**src/rtl/utx_pkg.sv**
```systemverilog
package utx_pkg;
  localparam int MAX_DW = 8;
  localparam int CNT_W  = 8;

  typedef enum logic [2:0] {
    ST_IDLE,
    ST_START,
    ST_DATA,
    ST_PAR,
    ST_STOP
  } tx_state_t;

  typedef struct packed {
    logic [MAX_DW-1:0] data;
    logic [3:0]        nbits;
    logic              par_en;
    logic              par_val;
    logic [CNT_W-1:0]  stop_ticks;
    logic              line_hi;
  } frame_t;

  function automatic logic parity_on(input logic [2:0] code);
    return !(code[2] && code[1]);
  endfunction

  function automatic logic parity_odd(input logic [2:0] code);
    return code[0];
  endfunction
endpackage

```
**src/rtl/utx_framer.sv**
```systemverilog
module utx_framer
  import utx_pkg::*;
#(
  parameter int TPB = 16
) (
  input  logic [MAX_DW-1:0] din,
  input  logic [1:0]        wlen,
  input  logic              stop2,
  input  logic [2:0]        pmode,
  input  logic              brk,
  output frame_t            frm
);
  localparam int HALF = TPB / 2;
  localparam logic [CNT_W-1:0] ST_ONE  = CNT_W'(TPB);
  localparam logic [CNT_W-1:0] ST_HALF = CNT_W'(TPB + HALF);
  localparam logic [CNT_W-1:0] ST_TWO  = CNT_W'(2 * TPB);

  logic [3:0]        nb;
  logic [MAX_DW-1:0] keep;
  logic [MAX_DW-1:0] masked;

  assign nb = 4'd5 + {2'b00, wlen};

  for (genvar i = 0; i < MAX_DW; i++) begin : g_mask
    assign keep[i] = (4'(i) < nb);
  end

  assign masked = din & keep;

  always_comb begin
    frm.nbits   = nb;
    frm.par_en  = parity_on(pmode);
    frm.data    = brk ? '0 : masked;
    frm.par_val = brk ? 1'b0 : ((^masked) ^ parity_odd(pmode));
    frm.line_hi = !brk;
    if (!stop2)
      frm.stop_ticks = ST_ONE;
    else if (wlen == 2'b00)
      frm.stop_ticks = ST_HALF;
    else
      frm.stop_ticks = ST_TWO;
  end
endmodule

```
**src/rtl/utx_hold.sv**
```systemverilog
module utx_hold #(
  parameter int DW = 8
) (
  input  logic          clk,
  input  logic          rst,
  input  logic          wr,
  input  logic [DW-1:0] wdata,
  input  logic          take,
  output logic [DW-1:0] data,
  output logic          full,
  output logic          empty
);
  logic [DW-1:0] data_q;
  logic          empty_q;

  always_ff @(posedge clk) begin
    if (rst) begin
      data_q  <= '0;
      empty_q <= 1'b1;
    end else if (wr) begin
      data_q  <= wdata;
      empty_q <= 1'b0;
    end else if (take) begin
      empty_q <= 1'b1;
    end
  end

  assign data  = data_q;
  assign full  = !empty_q;
  assign empty = empty_q;

  AST_TAKE_HAS_DATA: assert property (@(posedge clk) disable iff (rst)
    take |-> !empty_q);
  AST_HOLD_STABLE: assert property (@(posedge clk) disable iff (rst)
    (!empty_q && !wr) |=> $stable(data_q));
endmodule

```
**src/rtl/utx_shift.sv**
```systemverilog
module utx_shift
  import utx_pkg::*;
#(
  parameter int TPB        = 16,
  parameter int LOAD_TICKS = 4
) (
  input  logic   clk,
  input  logic   rst,
  input  logic   tick,
  input  logic   cts_n,
  input  logic   wr,
  input  logic   hold_full,
  input  frame_t frame_in,
  output logic   take,
  output logic   txd,
  output logic   tx_done
);
  localparam int WW = $clog2(LOAD_TICKS + 1);
  localparam logic [CNT_W-1:0] BIT_LAST = CNT_W'(TPB - 1);
  localparam logic [WW-1:0]    W_LAST   = WW'(LOAD_TICKS - 1);

  tx_state_t        st;
  logic [CNT_W-1:0] cnt;
  logic [2:0]       bidx;
  logic             pend;
  frame_t           nxt, cur;
  logic [WW-1:0]    wcnt;
  logic             txd_q, done_q;
  logic             seg_end, take_idle, take_stop;
  logic             last_data;

  assign seg_end   = (st == ST_STOP) ? (cnt == cur.stop_ticks - 8'd1) : (cnt == BIT_LAST);
  assign last_data = ({1'b0, bidx} == cur.nbits - 4'd1);
  assign take_idle = (st == ST_IDLE) && !pend && hold_full && !cts_n && tick && (wcnt == W_LAST);
  assign take_stop = (st == ST_STOP) && !pend && hold_full && !cts_n && tick &&
                     (cnt == cur.stop_ticks - 8'd2);
  assign take      = take_idle || take_stop;

  always_ff @(posedge clk) begin
    if (rst) begin
      st     <= ST_IDLE;
      cnt    <= '0;
      bidx   <= '0;
      pend   <= 1'b0;
      nxt    <= '0;
      cur    <= '0;
      wcnt   <= '0;
      txd_q  <= 1'b1;
      done_q <= 1'b1;
    end else begin
      if (take) begin
        nxt  <= frame_in;
        pend <= 1'b1;
      end
      if (take || st != ST_IDLE || pend || !hold_full || cts_n)
        wcnt <= '0;
      else if (tick)
        wcnt <= wcnt + 1'b1;

      if (tick) begin
        unique case (st)
          ST_IDLE: begin
            if (pend) begin
              cur   <= nxt;
              pend  <= 1'b0;
              st    <= ST_START;
              cnt   <= '0;
              txd_q <= 1'b0;
            end
          end
          ST_START: begin
            if (seg_end) begin
              cnt   <= '0;
              bidx  <= '0;
              st    <= ST_DATA;
              txd_q <= cur.data[0];
            end else begin
              cnt <= cnt + 1'b1;
            end
          end
          ST_DATA: begin
            if (seg_end) begin
              cnt <= '0;
              if (last_data) begin
                if (cur.par_en) begin
                  st    <= ST_PAR;
                  txd_q <= cur.par_val;
                end else begin
                  st    <= ST_STOP;
                  txd_q <= cur.line_hi;
                end
              end else begin
                bidx  <= bidx + 3'd1;
                txd_q <= cur.data[bidx + 3'd1];
              end
            end else begin
              cnt <= cnt + 1'b1;
            end
          end
          ST_PAR: begin
            if (seg_end) begin
              cnt   <= '0;
              st    <= ST_STOP;
              txd_q <= cur.line_hi;
            end else begin
              cnt <= cnt + 1'b1;
            end
          end
          ST_STOP: begin
            if (seg_end) begin
              cnt <= '0;
              if (pend) begin
                cur   <= nxt;
                pend  <= 1'b0;
                st    <= ST_START;
                txd_q <= 1'b0;
              end else begin
                st    <= ST_IDLE;
                txd_q <= 1'b1;
                if (!hold_full) done_q <= 1'b1;
              end
            end else begin
              cnt <= cnt + 1'b1;
            end
          end
          default: st <= ST_IDLE;
        endcase
      end
      if (wr) done_q <= 1'b0;
    end
  end

  assign txd     = txd_q;
  assign tx_done = done_q;

  AST_IDLE_MARK: assert property (@(posedge clk) disable iff (rst)
    (st == ST_IDLE) |-> txd_q);
  AST_TXD_ON_TICK: assert property (@(posedge clk) disable iff (rst)
    !tick |=> $stable(txd_q));
  AST_BREAK_ZERO: assert property (@(posedge clk) disable iff (rst)
    (st != ST_IDLE && !cur.line_hi) |-> !txd_q);
  AST_STOP_BOUND: assert property (@(posedge clk) disable iff (rst)
    (st == ST_STOP) |-> (cnt < cur.stop_ticks));
  AST_COMMIT_CTS: assert property (@(posedge clk) disable iff (rst)
    $rose(pend) |-> $past(!cts_n));
  AST_DONE_IDLE: assert property (@(posedge clk) disable iff (rst)
    done_q |-> (st == ST_IDLE && !pend));
endmodule

```
**src/rtl/serial_tx_dbuf.sv**
```systemverilog
module serial_tx_dbuf
  import utx_pkg::*;
#(
  parameter int TPB        = 16,
  parameter int LOAD_TICKS = 4
) (
  input  logic       clk,
  input  logic       rst,
  input  logic       tick16,
  input  logic       wr_en,
  input  logic [7:0] wr_data,
  input  logic [1:0] cfg_wlen,
  input  logic       cfg_stop2,
  input  logic [2:0] cfg_parity,
  input  logic       cfg_break,
  input  logic       cts_n,
  output logic       txd,
  output logic       buf_empty,
  output logic       tx_done
);
  logic [MAX_DW-1:0] hold_data;
  logic              hold_full;
  logic              take;
  frame_t            frame;

  utx_hold #(.DW(MAX_DW)) u_hold (
    .clk   (clk),
    .rst   (rst),
    .wr    (wr_en),
    .wdata (wr_data),
    .take  (take),
    .data  (hold_data),
    .full  (hold_full),
    .empty (buf_empty)
  );

  utx_framer #(.TPB(TPB)) u_framer (
    .din   (hold_data),
    .wlen  (cfg_wlen),
    .stop2 (cfg_stop2),
    .pmode (cfg_parity),
    .brk   (cfg_break),
    .frm   (frame)
  );

  utx_shift #(.TPB(TPB), .LOAD_TICKS(LOAD_TICKS)) u_shift (
    .clk       (clk),
    .rst       (rst),
    .tick      (tick16),
    .cts_n     (cts_n),
    .wr        (wr_en),
    .hold_full (hold_full),
    .frame_in  (frame),
    .take      (take),
    .txd       (txd),
    .tx_done   (tx_done)
  );

  AST_DONE_EMPTY: assert property (@(posedge clk) disable iff (rst)
    tx_done |-> buf_empty);
endmodule

```
**config.mk**
```make
export PLATFORM = sky130hd
export DESIGN_NAME = serial_tx_dbuf
export DESIGN_NICKNAME = d
export VERILOG_FILES = /design/src/rtl/utx_pkg.sv /design/src/rtl/utx_framer.sv /design/src/rtl/utx_hold.sv /design/src/rtl/utx_shift.sv /design/src/rtl/serial_tx_dbuf.sv
export SDC_FILE = /design/constraint.sdc
export NUM_CORES = 1
export LEC_CHECK = 0
export ABC_AREA = 0
export BUFFER_PORTS_ARGS = -buffer_cell sky130_fd_sc_hd__clkbuf_2
export CAP_MARGIN = 25
export CORE_ASPECT_RATIO = 1.1
export CORE_MARGIN = 1
export CORE_UTILIZATION = 60
export DETAILED_ROUTE_END_ITERATION = 16
export HOLD_SLACK_MARGIN = 0.15
export PLACE_DENSITY = 0.81
export SETUP_SLACK_MARGIN = 0.4
export SLEW_MARGIN = 40
export SYNTH_ARGS = -nofsm -noshare
export SYNTH_HDL_FRONTEND = slang
export SYNTH_SLANG_ARGS = --single-unit
```
**constraint.sdc**
```tcl
create_clock -name clk -period 3 [get_ports clk]
set_clock_uncertainty 0.15 [all_clocks]
set_input_delay 0.6 -clock clk [delete_from_list [all_inputs] [get_ports clk]]
set_output_delay 0.6 -clock clk [all_outputs]
set_load 0.05 [all_outputs]
```
==> results of run 1 <==
-- through the flow --
stage	instance area (um2)	util	power, mW	setup slack (ns)	hold slack, ns
detailed placement	3430	0.6679	0.9946	0.2665	0.3094
CTS	3659	0.7125	1.779	0.4109	0.2981
finish	3696	0.7198	1.771	0.4783	0.3025
global route	3696	0.7198	1.829	0.3603	0.3056
global placement	3430	0.6679	0.9922	0.3924	0.3031
floorplan	3282	-	0.9652	0.4823	0.2903
-- timing repair --
action / CTS / global route
cloned: 0 / 1
endpoints found under the setup margin: 14 / 35
setup buffers: 2 / 0
gates resized for setup: 1 / 8
pin swaps: 1 / 4
hold buffers: 0 / 0
-- final timing paths --
path,to,slack (ns),startpoint,cells after the start
max,u_shift.nxt[22]$_SDFFE_PP0P_,0.48,u_shift.cur[4]$_SDFFE_PP0P_,8
max reg2reg,u_shift.nxt[22]$_SDFFE_PP0P_,0.48,u_shift.cur[4]$_SDFFE_PP0P_,8
min reg2reg,u_shift.cur[19]$_SDFFE_PP0P_,0.31,u_shift.nxt[19]$_SDFFE_PP0P_,2
min,u_shift.nxt[10]$_SDFFE_PP0P_,0.30,cfg_parity[1],2
-- registers in the layout, indices dropped and copies added (netlist names) --
signal,flops
u_hold.data,8
u_shift.txd,1
u_shift.tx_done,1
u_shift.nxt,18
u_shift.bidx,3
u_shift.st,3
u_shift.pend,1
u_shift.cnt,8
u_hold.empty,1
u_shift.wcnt,3
u_shift.cur,18
-- metal layers --
metal / vias up / share of wire
met5: - / 0
met4: 0 / 0.031
met3: 25 / 0.047
met2: 113 / 0.50
met1: 1393 / 0.42
li1: 1434 / -
-- worst max-delay path: cells and delay by family, from the launching register on --
kind                       cells  cell delay, ns
DFF                            1            0.37
buffers and inverters          1            0.04
AOI/OAI and AO/OA              2            0.61
xor gates and xnor gates       1            0.17
adders and majority gates      2            0.49
and+or+nand+nor                2            0.63
-- placed cells by master, fill, tap and decap left out, types with 7 or more instances in the layout --
cell	count
ha_1	11
nand4b_1	7
dfxtp_1	63
inv_1	13
nand2_1	15
xnor2_1	12
nor2_1	22
o21ai_0	40
xor2_1	11
a21oi_1	42
mux2i_1	13
nand3_1	25
clkbuf_8	13
clkbuf_2	22
-- report_power, final --
group / internal [mW] / switching, mW / total, mW
clock: 0.469 / 0.327 / 0.795
combinational: 0.0387 / 0.0590 / 0.0977
sequential: 0.871 / 0.00734 / 0.878
-- area by class of cell --
cell class / instances / area share
clock buffers: 13 / 0.04841
clock inverters: 2 / 0.009479
inverters: 14 / 0.01422
multi-input cells: 278 / 0.5037
flip-flops and latches: 65 / 0.3534
well taps: 72 / 0.02437
repair buffers: 30 / 0.04638
-- cell families after synthesis --
family                     count (synthesis)  synth area share
DFF                                       65            0.3965
AOI/OAI and AO/OA                        116            0.2127
and+or+nand+nor                          112            0.1872
muxes                                     16           0.05680
adders and majority gates                 11           0.04194
xor gates and xnor gates                  23           0.06138
buffers and inverters                     37           0.04346
==> results_dict.tcl, run 1 <==
set metrics [dict create \
    status "completed" \
    grt_remaining_overflow 0 \
    setup_viol 0 \
    numCtsBuffers 9 \
    clock-sinks 65 \
    synthCells 380 \
    nNetsFinal 429 \
    wirelength_mm 7.770 \
    avgSynthCellArea_um2 8.637 \
    yosys.area.top_type "dfxtp_1" \
    ant_nets 0 \
    crit_path_end_kind "register" \
    num_io_pins 23 \
    dp_hpwl_mm 5.213 \
    synth_edf_count 0 \
    start_kind "register" \
    power.leakage_nw 1.402 \
    cts_tree "yes" \
    die_width_um 72.52 \
    multi_input_comb_area_mm2 0.001862 \
    worst_pin_slew_ns 0.6208 \
    synth.most_common_cell "dfxtp_1" \
    synth-seq-cells 65 \
    clk_latency_ns 0.34 \
    avgViaCountPerCell 6.255 \
    area_growth_pct 12.62 \
    ys_types 57 \
    cp_data_arrival_time_ns 2.64 \
    track_usage 0.2873 \
    io_buffer_count 22 \
    drt-initial-drc-count 235 \
    grt_use_met2 0.4963 \
    ys_seq_area_frac 0.3965 \
    cts-root-buf "clkbuf_8" \
    antenna-diode-count 0 \
    synthTopCellsByArea "dfxtp_1 (40%), a21oi_1 (6.4%), o21ai_0 (6.3%)" \
    start_util 0.6391 \
    cts.clk_slew.worst_paths_ns 0.07 \
    grt_first_pass_wirelength_mm 12.74 \
    dr_total_vias 2965 \
    ys.flop_type "dfxtp_1" \
    path_common_cell "ha_1" \
    hp-class "in -> reg" \
    grt_max_degree 44 \
    path_cells "inv_1, ha_1, ha_1, xor2_1, nand3_2, o41a_1, or4_1, a21oi_1" \
    fin_setup_tns_ns 0 \
    cts-root-to-sink-buffers 2 \
    path_max_fanout 6 \
    synth_top_area_frac 0.3965 \
    dieArea_mm2 0.005770 \
    use_met3 0.04419 \
    max_cap_viol_count 0 \
    core_mm2 0.005135 \
    syn_nets 411 \
    power_density_mw_per_mm2 479.2 \
    htreeDepth 3 \
    grt_pass1_vias 2758 \
    ys_warn_count 0 \
    place_inst 456 \
    drive_gt1_frac 0.1517 \
    use_met1 0.3397 \
    drcViolationCount 0 \
    synthTopCellsByCount "dfxtp_1 (65), a21oi_1 (42), o21ai_0 (41), nand3_1 (25), nor2_1 (22)" \
    syn_area_mm2 0.003282 \
    crit_path_top_delay_cell "or4_1" \
    synth-async-reset-ratio 0 \
    critical_path.max_stage_delay_ns 0.54 \
    fmax_ghz 0.3966 \
    die_h_um 79.57 \
    fin_crit_sh 0.8406 \
    dr.pass1.iters 5 \
    period_minus_slack_ns 2.522 \
    wl_per_cell_um 16.39 \
    crit_required_ns 3.12 \
    maxSlewHeadroom 0.5850 \
    rsz0062_at_grt "true" \
    drv_slew 0 \
    antenna_found_initial 0 \
    path_class "reg -> reg" \
    place_congestion 0.8425 \
    vdd_ir_drop_max_v 0.0003814 \
    stdcell_count 474 \
    finalHoldViolCount 0 \
    seq_area_mm2 0.001306 \
    fillers 420 \
    num_rows 27 \
    busiest_layer "met2" \
]
Note: power is estimated with default switching activity, not from simulation.
==> run 2: changes to the inputs <==
--- a/config.mk
+++ b/config.mk
@@ -10,10 +10,10 @@
 export CAP_MARGIN = 25
 export CORE_ASPECT_RATIO = 1.1
 export CORE_MARGIN = 1
-export CORE_UTILIZATION = 60
+export CORE_UTILIZATION = 54
 export DETAILED_ROUTE_END_ITERATION = 16
 export HOLD_SLACK_MARGIN = 0.15
-export PLACE_DENSITY = 0.81
+export PLACE_DENSITY = 0.77
 export SETUP_SLACK_MARGIN = 0.4
 export SLEW_MARGIN = 40
 export SYNTH_ARGS = -nofsm -noshare
==> constraint.sdc (replaced) <==
create_clock -name clk -period 2.3 [get_ports clk]
set_clock_uncertainty 0.15 [all_clocks]
set_input_delay 0.46 -clock clk [delete_from_list [all_inputs] [get_ports clk]]
set_output_delay 0.46 -clock clk [all_outputs]
set_load 0.05 [all_outputs]
==> results_dict.tcl, run 2 (same netlist as run 1, synthesis figures left out) <==
set metrics [dict create \
    place_inst 480 \
    grt_max_degree 44 \
    critical_path.max_stage_delay_ns 0.35 \
    clk_latency_ns 0.36 \
    pre_cts_slack_ns -0.02297 \
    fin_crit_sh 1.022 \
    grt_first_pass_wirelength_mm 14.12 \
    failed_checks "setup timing" \
    crit_buf_inv 4 \
    maxSlewHeadroom 0.6494 \
    multi_input_comb_area_mm2 0.002251 \
    area_growth_pct 36.37 \
    power.leakage_nw 1.680 \
    start_util 0.5653 \
    dp_hpwl_mm 5.697 \
    antenna-diode-count 0 \
    fin_setup_tns_ns -0.2042 \
    io_buffer_count 22 \
    cts-root-to-sink-buffers 2 \
    crit_required_ns 2.42 \
    cp_data_arrival_time_ns 2.47 \
    path_common_cell "ha_4" \
    drive_gt1_frac 0.3576 \
    place_congestion 0.8610 \
    start_kind "register" \
    top_layer "met4" \
    cp_top_family "buffers and inverters" \
    wl_per_cell_um 18.84 \
    path_cells "inv_2, ha_4, ha_4, xor2_1, nand3_2, buf_6, o41ai_4, buf_4, buf_12, nand3_1, o32ai_2" \
    cts.clk_slew.worst_paths_ns 0.08 \
    fin_area_mm2 0.004476 \
    layout_commonest_cell "dfxtp_1" \
    nNetsFinal 465 \
    path_class "reg -> reg" \
    rsz0062_at_grt "true" \
    wirelength_mm 9.722 \
    max_cap_viol_count 0 \
    period_minus_slack_ns 2.351 \
    numCtsBuffers 9 \
    crit_path_end_kind "register" \
    finalWorstSetupSlack_ns -0.05072 \
    ant_nets 0 \
    setup_viol 9 \
    track_usage 0.2840 \
    cts-root-buf "clkbuf_8" \
    holdWs_ns 0.1838 \
    die_width_um 76.33 \
    cts_tree "yes" \
    grt_pass1_vias 3027 \
    wl_met1_mm 3.742 \
    num_rows 29 \
    antenna_found_initial 0 \
    avgViaCountPerCell 6.266 \
    finalPower_mw 2.498 \
    grt_remaining_overflow 0 \
    dr.pass1.iters 5 \
    hp-class "in -> reg" \
    fillers 385 \
    crit_path_top_delay_cell "dfxtp_2" \
    core_mm2 0.005806 \
    path_max_fanout 8 \
    post_dp_cell_area_mm2 0.003664 \
    power_density_mw_per_mm2 558.0 \
    status "finished with violations" \
    drv_slew 0 \
    dieArea_mm2 0.006394 \
    num_io_pins 23 \
    drt-initial-drc-count 267 \
    postLayoutCoreUtil 0.7709 \
    stdcell_count 516 \
    clock-sinks 65 \
    wl_met2_mm 5.188 \
    die_h_um 83.77 \
    fmax_ghz 0.4254 \
    worst_pin_slew_ns 0.5260 \
    vdd_ir_drop_max_v 0.0005725 \
    htreeDepth 3 \
    seq_area_mm2 0.001321 \
    route.met3.wl_um 472 \
    finalHoldViolCount 0 \
    final_cell_mix "dfxtp_1 (55), a21oi_1 (32), buf_4 (32), o21ai_0 (26)" \
    drcViolationCount 0 \
    largestRegisters "u_shift.cur: 18 flops, u_shift.nxt: 18 flops" \
    dr_total_vias 3233 \
]
## run 2: cell types whose count changed in the layout (fill, tap and decap cells not counted), sizes merged
cell         change
clkbuf           -3
inv              +2
bufinv           +2
dlygate4sd3      +2
buf             +33
clkinv           +1
## run 2: timing repair
action / CTS / global route
resized for setup: 58 / 46
setup buffers: 5 / 8
endpoints found under the setup margin: 55 / 55
pin swaps: 17 / 39
hold buffers: 2 / 0
gates cloned: 4 / 1
hold endpoints to repair: 1 / 0
## run 2: layout make-up
class / count / area share
sequential: 65 / 0.2952
timing repair buffer: 66 / 0.1129
clock buffer: 9 / 0.02768
inverter: 14 / 0.01174
clock inverter: 7 / 0.02796
tap: 77 / 0.02153
multi-input combinational: 278 / 0.5029
## run 2: worst paths after layout
check                                     from                           end  slack, ns  cells after the start
setup / recovery   u_shift.cur[5]$_SDFFE_PP0P_   u_shift.nxt[9]$_SDFFE_PP0P_      -0.05                     11
hold / removal                      wr_data[3]   u_hold.data[3]$_SDFFE_PP0P_       0.18                      3
setup reg to reg   u_shift.cur[5]$_SDFFE_PP0P_   u_shift.nxt[9]$_SDFFE_PP0P_      -0.05                     11
hold reg to reg   u_shift.nxt[18]$_SDFFE_PP0P_  u_shift.cur[18]$_SDFFE_PP0P_       0.33                      2
## run 2: layer usage
layer  global-route usage  vias to the layer above
met4               0.1521                        0
met3              0.07213                       33
met2               0.5094                      121
li1                     -                     1500
met5                    0                        -
met1               0.3035                     1579
## run 2: worst min-delay path: stages
cell	delay (ns)
clkbuf_2	0.07
mux2i_1	0.05
nor2_1	0.07
## run 2: report_power, final
group / internal, mW / switching (mW) / leakage, nW
Sequential: 1.13 / 0.00993 / 0.532
Clock: 0.731 / 0.478 / 0.124
Combinational: 0.0574 / 0.0888 / 1.02
Total: 1.92 / 0.577 / 1.68
==> run 3: changes to the inputs <==
--- a/config.mk
+++ b/config.mk
@@ -6,12 +6,12 @@
 export NUM_CORES = 1
 export LEC_CHECK = 0
 export ABC_AREA = 0
-export BUFFER_PORTS_ARGS = -buffer_cell sky130_fd_sc_hd__clkbuf_2
 export CAP_MARGIN = 25
 export CORE_ASPECT_RATIO = 1.1
 export CORE_MARGIN = 1
-export CORE_UTILIZATION = 54
+export CORE_UTILIZATION = 57
 export DETAILED_ROUTE_END_ITERATION = 16
+export DONT_BUFFER_PORTS = 1
 export HOLD_SLACK_MARGIN = 0.15
 export PLACE_DENSITY = 0.77
 export SETUP_SLACK_MARGIN = 0.4
==> results_dict.tcl, run 3 (same netlist as run 1, synthesis figures left out) <==
set metrics [dict create \
    area_growth_pct 38.70 \
    switching_share 0.2422 \
    largestRegisters "u_shift.cur: 18 flops, u_shift.nxt: 18 flops" \
    rsz0062_at_grt "true" \
    hp-class "in -> reg" \
    finalHoldViolCount 0 \
    period_minus_slack_ns 2.558 \
    start_util 0.6005 \
    power.leakage_nw 1.615 \
    wl_per_cell_um 21.55 \
    vdd_ir_drop_max_v 0.0004570 \
    fin_area_mm2 0.004552 \
    drive_gt1_frac 0.3630 \
    htreeDepth 3 \
    min_from "cfg_break" \
    holdWs_ns 0.1605 \
    worstSetupStartpoint "u_shift.cur[5]$_SDFFE_PP0P_" \
    finalWorstSetupSlack_ns -0.2577 \
    antenna-diode-count 0 \
    core_mm2 0.005465 \
    nNetsFinal 455 \
    dr_total_vias 3374 \
    cp_data_arrival_time_ns 2.62 \
    final_cell_mix "dfxtp_1 (53), a21oi_1 (27), o21ai_1 (22), buf_4 (22), nor2_1 (20)" \
    grt_max_degree 54 \
    io_buffer_count 0 \
    power_density_mw_per_mm2 472.7 \
    crit_path_end_kind "register" \
    drv_slew 0 \
    drcViolationCount 0 \
    post_dp_cell_area_mm2 0.003528 \
    failed_checks "setup timing" \
    start_kind "register" \
    layout_commonest_cell "dfxtp_1" \
    num_io_pins 23 \
    fillers 293 \
    wirelength_mm 10.82 \
    fin_crit_sh 1.112 \
    dr.pass1.iters 5 \
    cts-root-buf "clkbuf_8" \
    avgViaCountPerCell 6.721 \
    seq_area_mm2 0.001321 \
    cts-root-to-sink-buffers 2 \
    track_usage 0.3396 \
    setup_viol 49 \
    antenna_found_initial 0 \
    path_max_fanout 6 \
    comb_power_share 0.060 \
    max_cap_viol_count 0 \
    pwr-share-clk 0.406 \
    ant_nets 0 \
    die_width_um 74.35 \
    grt_first_pass_wirelength_mm 15.10 \
    path_class "reg -> reg" \
    fmax_ghz 0.3910 \
    worst_pin_slew_ns 0.5741 \
    die_h_um 81.59 \
    clk_latency_ns 0.34 \
    clock-sinks 65 \
    drt-initial-drc-count 253 \
    maxSlewHeadroom 0.6168 \
    dp_hpwl_mm 5.545 \
    cts.clk_slew.worst_paths_ns 0.07 \
    num_rows 28 \
    crit_required_ns 2.37 \
    cts_tree "yes" \
    grt_remaining_overflow 0 \
    numCtsBuffers 9 \
    reg2reg_depth 10 \
    place_congestion 0.8396 \
    status "finished with violations" \
    dieArea_mm2 0.006066 \
    reg2reg_from "u_shift.cur[5]$_SDFFE_PP0P_" \
    power.switching_mw 0.5212 \
    worstHoldPathCells 2 \
    grt_pass1_vias 3139 \
    p_int_mw 1.631 \
    multi_input_comb_area_mm2 0.002380 \
    power_frac_seq 0.533 \
]
-- run 3: cell types whose count changed in the layout (fill, tap and decap cells not counted), moves of 3 or more --
cell and change:
a21oi_1 -5, dfxtp_2 +3, bufinv_16 -3, dlygate4sd3_1 +12, nand3_2 +7, nand3_1 -8, a21oi_2 +4, o21ai_0 -8
buf_4 -10, buf_6 +7, o21ai_1 +9, clkbuf_2 -22
-- run 3: routing by layer --
| layer | track usage | vias up | share of wire |
|---|---|---|---|
| li1 | - | 1490 | - |
| met1 | 0.3735 | 1665 | 0.38 |
| met2 | 0.6064 | 171 | 0.52 |
| met3 | 0.05890 | 48 | 0.055 |
| met4 | 0.2038 | 0 | 0.045 |
| met5 | 0 | - | 0 |
-- run 3: final cells by class --
cell class	count	share of cell area
Clock inverter	3	0.003848
Multi-Input combinational cell	280	0.5228
Tap cell	75	0.02062
Timing Repair Buffer	54	0.1163
Sequential cell	65	0.2903
Inverter	14	0.01292
Clock buffer	11	0.03326
-- run 3: worst max-delay path: stages, from the launching register on --
cell,delay (ns)
dfxtp_2,0.33
buf_4,0.13
buf_6,0.11
o31ai_1,0.43
nand3_2,0.17
o41a_1,0.47
buf_6,0.16
buf_6,0.12
nor2_4,0.13
buf_6,0.15
a311oi_2,0.08
-- run 3: worst paths after layout --
path,endpoint,slack [ns]
worst max-delay path,u_shift.nxt[10]$_SDFFE_PP0P_,-0.26
worst max register to register,u_shift.nxt[10]$_SDFFE_PP0P_,-0.26
worst min register to register,u_shift.cur[12]$_SDFFE_PP0P_,0.31
worst min-delay path,u_shift.nxt[20]$_SDFFE_PP0P_,0.16
-- run 3: power groups by stage --
stage               clock [mW]  combinational, mW  sequential (mW)
floorplan                    0             0.0817             1.18
global placement             0             0.0803             1.17
detailed placement           0             0.0818             1.18
CTS                      0.866              0.101             1.15
global route             0.916              0.139             1.15
finish                   0.874              0.130             1.15
-- run 3: timing repair --
action | 4_1_cts | 5_1_grt
hold endpoints to repair | 50 | 38
setup buffers | 9 | 6
gates cloned | 4 | 1
hold buffers | 11 | 4
endpoints found under the setup margin | 55 | 56
resized for setup | 93 | 50
pin swaps | 55 | 31
-- run 3: through the flow --
step	setup TNS (ns)	utilization	setup slack, ns	instances	power, mW
after detailed placement	-0.1036	0.6456	-0.05645	453	1.257
after global placement	0	0.6456	0.02325	453	1.255
after CTS	0	0.7772	0.001765	491	2.115
after floorplan	-0.09510	-	-0.04755	380	1.260
final	-6.851	0.8329	-0.2577	502	2.152
after global routing	-11.12	0.8329	-0.3418	502	2.204
